**src/rtl/cfg_seq_pkg.sv**
```systemverilog
package cfg_seq_pkg;
  typedef enum logic [1:0] {
    PH_INIT    = 2'd0,
    PH_CFG     = 2'd1,
    PH_STARTUP = 2'd2,
    PH_OPER    = 2'd3
  } phase_e;
endpackage

```
**src/rtl/cfg_seq_init_wait.sv**
```systemverilog
module cfg_seq_init_wait #(
  parameter int EXTRA_CYC = 6
) (
  input  logic clk_i,
  input  logic rst_ni,
  input  logic active_i,
  input  logic ready_i,
  input  logic master_i,
  output logic go_o
);
  localparam int W = $clog2(EXTRA_CYC + 1);

  logic [W-1:0] wait_q;
  logic         wait_done;

  assign wait_done = (wait_q == W'(EXTRA_CYC));
  assign go_o      = active_i && ready_i && (!master_i || wait_done);

  always_ff @(posedge clk_i or negedge rst_ni) begin
    if (!rst_ni)                                    wait_q <= '0;
    else if (!active_i || !ready_i || !master_i)    wait_q <= '0;
    else if (!wait_done)                            wait_q <= wait_q + 1'b1;
  end
endmodule

```
**src/rtl/cfg_seq_len_track.sv**
```systemverilog
module cfg_seq_len_track #(
  parameter int PRE_BITS = 8,
  parameter int LEN_W    = 24
) (
  input  logic clk_i,
  input  logic rst_ni,
  input  logic active_i,
  input  logic cclk_en_i,
  input  logic din_i,
  input  logic eoc_i,
  output logic complete_o
);
  localparam int CNT_W     = LEN_W;
  localparam int FIELD_END = PRE_BITS + LEN_W - 1;

  logic [CNT_W-1:0] cnt_q;
  logic [LEN_W-1:0] len_q;
  logic             len_valid_q;
  logic             eoc_seen_q;
  logic             in_field;
  logic             pulse;

  assign pulse    = active_i && cclk_en_i;
  assign in_field = !len_valid_q && (cnt_q >= CNT_W'(PRE_BITS));

  always_ff @(posedge clk_i or negedge rst_ni) begin
    if (!rst_ni) begin
      cnt_q       <= '0;
      len_q       <= '0;
      len_valid_q <= 1'b0;
      eoc_seen_q  <= 1'b0;
    end else if (!active_i) begin
      cnt_q       <= '0;
      len_q       <= '0;
      len_valid_q <= 1'b0;
      eoc_seen_q  <= 1'b0;
    end else if (pulse) begin
      cnt_q <= cnt_q + 1'b1;
      if (in_field) begin
        len_q <= {len_q[LEN_W-2:0], din_i};
        if (cnt_q == CNT_W'(FIELD_END)) len_valid_q <= 1'b1;
      end
      if (eoc_i) eoc_seen_q <= 1'b1;
    end
  end

  // Compare only once the field is latched
  assign complete_o = active_i && len_valid_q && eoc_seen_q && (cnt_q == len_q);
endmodule

```
**src/rtl/cfg_seq_startup.sv**
```systemverilog
module cfg_seq_startup #(
  parameter int SU_CLKS = 4
) (
  input  logic clk_i,
  input  logic rst_ni,
  input  logic active_i,
  input  logic cclk_en_i,
  output logic last_o
);
  localparam int W = $clog2(SU_CLKS + 1);

  logic [W-1:0] su_q;

  assign last_o = active_i && cclk_en_i && (su_q == W'(SU_CLKS - 1));

  always_ff @(posedge clk_i or negedge rst_ni) begin
    if (!rst_ni)                       su_q <= '0;
    else if (!active_i)                su_q <= '0;
    else if (cclk_en_i && !last_o)     su_q <= su_q + 1'b1;
  end
endmodule

```
**src/rtl/cfg_seq.sv**
```systemverilog
module cfg_seq
  import cfg_seq_pkg::*;
#(
  parameter int PRE_BITS  = 8,
  parameter int LEN_W     = 24,
  parameter int EXTRA_CYC = 6,
  parameter int SU_CLKS   = 4
) (
  input  logic       clk_i,
  input  logic       rst_ni,
  input  logic       load_rst_ni,
  input  logic       prog_ni,
  input  logic       init_i,
  input  logic       master_i,
  input  logic       cclk_en_i,
  input  logic       din_i,
  input  logic       eoc_i,
  output logic [1:0] phase_o,
  output logic       done_o,
  output logic       gsr_hold_o,
  output logic       io_tri_o
);
  phase_e phase_q, phase_d;
  logic   init_go, load_complete, su_last;
  logic   reqs_idle;

  assign reqs_idle = load_rst_ni && prog_ni;

  cfg_seq_init_wait #(.EXTRA_CYC(EXTRA_CYC)) u_init_wait (
    .clk_i    (clk_i),
    .rst_ni   (rst_ni),
    .active_i (phase_q == PH_INIT),
    .ready_i  (reqs_idle && init_i),
    .master_i (master_i),
    .go_o     (init_go)
  );

  cfg_seq_len_track #(.PRE_BITS(PRE_BITS), .LEN_W(LEN_W)) u_len_track (
    .clk_i      (clk_i),
    .rst_ni     (rst_ni),
    .active_i   (phase_q == PH_CFG),
    .cclk_en_i  (cclk_en_i),
    .din_i      (din_i),
    .eoc_i      (eoc_i),
    .complete_o (load_complete)
  );

  cfg_seq_startup #(.SU_CLKS(SU_CLKS)) u_startup (
    .clk_i     (clk_i),
    .rst_ni    (rst_ni),
    .active_i  (phase_q == PH_STARTUP),
    .cclk_en_i (cclk_en_i),
    .last_o    (su_last)
  );

  always_comb begin
    phase_d = phase_q;
    unique case (phase_q)
      PH_INIT:    if (init_go) phase_d = PH_CFG;
      PH_CFG: begin
        if (!reqs_idle)         phase_d = PH_INIT;
        else if (load_complete) phase_d = PH_STARTUP;
      end
      PH_STARTUP: begin
        // load reset is ignored once loading is over
        if (!prog_ni)      phase_d = PH_INIT;
        else if (su_last)  phase_d = PH_OPER;
      end
      PH_OPER:    if (!prog_ni) phase_d = PH_INIT;
      default:    phase_d = PH_INIT;
    endcase
  end

  always_ff @(posedge clk_i or negedge rst_ni) begin
    if (!rst_ni) phase_q <= PH_INIT;
    else         phase_q <= phase_d;
  end

  assign phase_o    = phase_q;
  assign done_o     = (phase_q == PH_STARTUP) || (phase_q == PH_OPER);
  assign gsr_hold_o = (phase_q != PH_OPER);
  assign io_tri_o   = (phase_q != PH_OPER);
endmodule

```
**config.mk**
```make
export PLATFORM = sky130hd
export DESIGN_NAME = cfg_seq
export DESIGN_NICKNAME = d
export VERILOG_FILES = /design/src/rtl/cfg_seq_pkg.sv /design/src/rtl/cfg_seq_init_wait.sv /design/src/rtl/cfg_seq_len_track.sv /design/src/rtl/cfg_seq_startup.sv /design/src/rtl/cfg_seq.sv
export SDC_FILE = /design/constraint.sdc
export NUM_CORES = 1
export LEC_CHECK = 0
export CORE_UTILIZATION = 56
export DETAILED_ROUTE_END_ITERATION = 8
export GPL_TIMING_DRIVEN = 0
export PLACE_DENSITY = 0.82
export SLEW_MARGIN = 20
export SYNTH_ARGS = -nofsm -noshare
export SYNTH_HDL_FRONTEND = slang
export SYNTH_HIERARCHICAL = 1
export SYNTH_SLANG_ARGS = --single-unit
```
**constraint.sdc**
```tcl
create_clock -name clk_i -period 2.75 [get_ports clk_i]
set_clock_uncertainty 0.15 [all_clocks]
set_input_delay 0.55 -clock clk_i [delete_from_list [all_inputs] [get_ports clk_i]]
set_output_delay 0.55 -clock clk_i [all_outputs]
set_load 0.005 [all_outputs]
```
==> impl_metrics.env <==
export IMPL_hpwlAfterDp_mm=4.559
export IMPL_ir_drop_uv=248.8
export IMPL_firstDrtPassIters=4
export IMPL_portBuffers=13
export IMPL_final_net_count=358
export IMPL_yosysWarnings=6
export IMPL_synth_most_common_cell="dfrtp_1"
export IMPL_cellLeakagePower_nw=1.742
export IMPL_start_util_pct=58.15
export IMPL_yosys_top_cells_area="dfrtp_1 (45%), mux2i_1 (9.4%), xor2_1 (6.0%), nand2_1 (5.9%), xnor2_1 (3.3%)"
export IMPL_core_area_mm2=0.005507
export IMPL_worst_path_max_delay_cell="clkdlybuf4s50_1"
export IMPL_die_w_um=77.62
export IMPL_wl_per_cell_um=15.64
export IMPL_holdWs_ns=0.1247
export IMPL_grt_pass1_vias=2306
export IMPL_cts_root_buf="clkbuf_8"
export IMPL_ctsHtreeMaxLevel=3
export IMPL_synth_area_mm2=0.003202
export IMPL_maxCapViolations=0
export IMPL_cts_tree="yes"
export IMPL_required_ns=2.86
export IMPL_cp_arrival_ns=2.62
export IMPL_hold_viol=0
export IMPL_crit_family="buffers and inverters"
export IMPL_synth_simple_area_share_pct=22.35
export IMPL_final_area_mm2=0.003590
export IMPL_setup_viol=0
export IMPL_ys_top_cells_by_count="dfrtp_1 (58), nand2_1 (50), mux2i_1 (30)"
export IMPL_hp_class="primary input to asynchronous set/reset pin"
export IMPL_cts_buffers=9
export IMPL_cts_hold_buffers_added=0
export IMPL_critPathKind="primary input to flop"
export IMPL_grt_pass1_wl_mm=10.81
export IMPL_clock_sinks=58
export IMPL_outcome="completed"
export IMPL_grt_remaining_overflow=0
export IMPL_synth_nets=334
export IMPL_synth_compound_area_share_pct=6.760
export IMPL_synth_flop_cell="dfrtp_1"
export IMPL_rows=27
export IMPL_worst_path_buf_inv=3
export IMPL_synth_largest_area_cell="dfrtp_1"
export IMPL_drv_slew=0
export IMPL_grt_max_degree=59
export IMPL_power_density_mw_per_mm2=445.2
export IMPL_vias_per_cell=5.723
export IMPL_die_height_um=77.62
export IMPL_yosysUniqueCellTypes=50
export IMPL_totalWireLength_mm=6.553
export IMPL_synth_seq_cells=58
export IMPL_diodes=0
export IMPL_netlist_instances=319
export IMPL_max_stage_delay_ns=0.54
export IMPL_syn2layout_area_growth_pct=12.11
export IMPL_max_slew_worst_pin_slew_ns=0.7172
export IMPL_insertion_delay_ns=0.33
export IMPL_max_slew_margin_rel_pct=52.19
export IMPL_rsz0062_at_grt="no"
export IMPL_worst_setup_path_end_kind="flop"
export IMPL_drive_gt1_share_pct=10.95
export IMPL_ys_async_sr_fraction_pct=100.0
export IMPL_drt_iter0_markers=179
export IMPL_synthMuxAreaShare_pct=9.379
export IMPL_synth_top_family_by_area="simple AND/OR/NAND/NOR gates"
export IMPL_gp_congestion=0.8807
export IMPL_synth_edff_count=0
export IMPL_synth_fa_ha_area_share_pct=2.345
export IMPL_io_pin_count=14
export IMPL_clkSlewWorstSetupHoldPaths_ns=0.06
export IMPL_ant_nets=0
export IMPL_post_dp_cell_area_mm2=0.003420
export IMPL_drc=0
export IMPL_cts_setup_buffers=0
export IMPL_synth_top_area_share_pct=45.33
export IMPL_dr_total_vias=2398
export IMPL_fmax_ghz=0.3983
export IMPL_syn_area_per_cell_um2=10.04
export IMPL_cts_path_max_buffers=2
export IMPL_post_cts_resized=0
export IMPL_synthXorXnorAreaFrac_pct=9.301
export IMPL_worstPathMaxFanout=8
export IMPL_fin_crit_sh_pct=91.30
export IMPL_grt_use_total_pct=23.68
export IMPL_layout_min_cycle_time_ns=2.511
export IMPL_path_cells="clkdlybuf4s50_1, buf_2, and4_1, clkbuf_1, nand4_1, or4_1, a21oi_1"
export IMPL_synth_seq_area_share_pct=45.33
export IMPL_cp_start_kind="primary input"
export IMPL_antenna_found_initial=0
export IMPL_totalPowerFinal_mw=1.598
export IMPL_die_area_mm2=0.006024
-- worst paths after layout --
path,startpoint,end,slack [ns],depth (start not counted)
setup reg to reg,u_len_track/cnt_q[19]$_DFFE_PN0P_,u_len_track/len_q[6]$_DFFE_PN0P_,0.34,6
hold / removal,rst_ni,u_len_track/cnt_q[15]$_DFFE_PN0P_,0.12,1
min in group clk_i,u_len_track/eoc_seen_q$_DFFE_PN0P_,u_len_track/eoc_seen_q$_DFFE_PN0P_,0.36,2
max in group asynchronous,rst_ni,u_len_track/len_q[13]$_DFFE_PN0P_,1.85,1
hold reg to reg,u_len_track/eoc_seen_q$_DFFE_PN0P_,u_len_track/eoc_seen_q$_DFFE_PN0P_,0.36,2
setup / recovery,cclk_en_i,u_len_track/cnt_q[17]$_DFFE_PN0P_,0.24,7
-- routing by layer --
| layer | wire length (um) | GRT usage (%) | share of wire (%) | vias to the layer above |
|---|---|---|---|---|
| met5 | 0 | 0 | 0 | - |
| met4 | 168 | 16.42 | 2.6 | 0 |
| met3 | 281 | 4.000 | 4.3 | 14 |
| met2 | 3027 | 35.22 | 46 | 62 |
| met1 | 3075 | 31.45 | 47 | 1153 |
| li1 | - | - | - | 1169 |
-- through the flow --
stage          cells  setup WS [ns]  setup TNS [ns]  utilization (%)
2_1_floorplan    319         0.6575               0                -
3_3_place_gp     404        -0.8231          -47.70            62.14
3_5_place_dp     404       -0.06935         -0.1429            62.10
4_1_cts          419         0.2646               0            65.19
5_1_grt          419         0.1347               0            65.19
6_report         419         0.2393               0            65.19
-- sequential cells by signal (all words and copies together), names as in the netlist --
register / cells
u_len_track/cnt_q: 24
phase_o: 2
u_init_wait/wait_q: 3
u_len_track/len_q: 24
u_len_track/len_valid_q: 1
u_startup/su_q: 3
u_len_track/eoc_seen_q: 1
-- cell type report --
cell class	count	area (um2)
Buffer	22	118.9
Fill cell	415	1917
Timing Repair Buffer	13	127.6
Clock buffer	12	155.1
Multi-Input combinational cell	232	1605
Tap cell	72	90.09
Sequential cell	58	1451
Inverter	7	26.28
Clock inverter	3	15.01
-- cell families after synthesis --
family                   Yosys count
buffers and inverters             29
XOR/XNOR                          34
multiplexers                      30
AND/OR/NAND/NOR                  132
AO/OA/AOI/OAI                     30
adder cells (fa/ha/maj)            6
flip-flops                        58
-- where the power goes --
group / switching (mW) / leakage [nW] / internal, mW
clock: 0.317 / 0.0920 / 0.366
combinational: 0.0376 / 0.840 / 0.0204
sequential: 0.00227 / 0.810 / 0.855
-- worst register-to-register path, stage by stage, from the launching register on --
cell	delay (ns)
dfrtp_1	0.36
buf_2	0.16
nor4_2	0.31
nand4_2	0.18
o41ai_4	0.69
buf_6	0.27
mux2i_1	0.22
-- placed cells by master (no fill, tap or decap), drive strengths merged, types with 7 or more instances in the layout --
master,synthesis,final
inv,7,7
nor2,14,14
nand4,9,9
clkdlybuf4s50,0,12
xor2,22,22
nor4,14,14
a21oi,11,11
nand2,50,50
dfrtp,58,58
nand3,11,11
xnor2,12,12
clkbuf,11,23
mux2i,30,30
buf,11,12
Note: power is estimated with default switching activity, not from simulation.
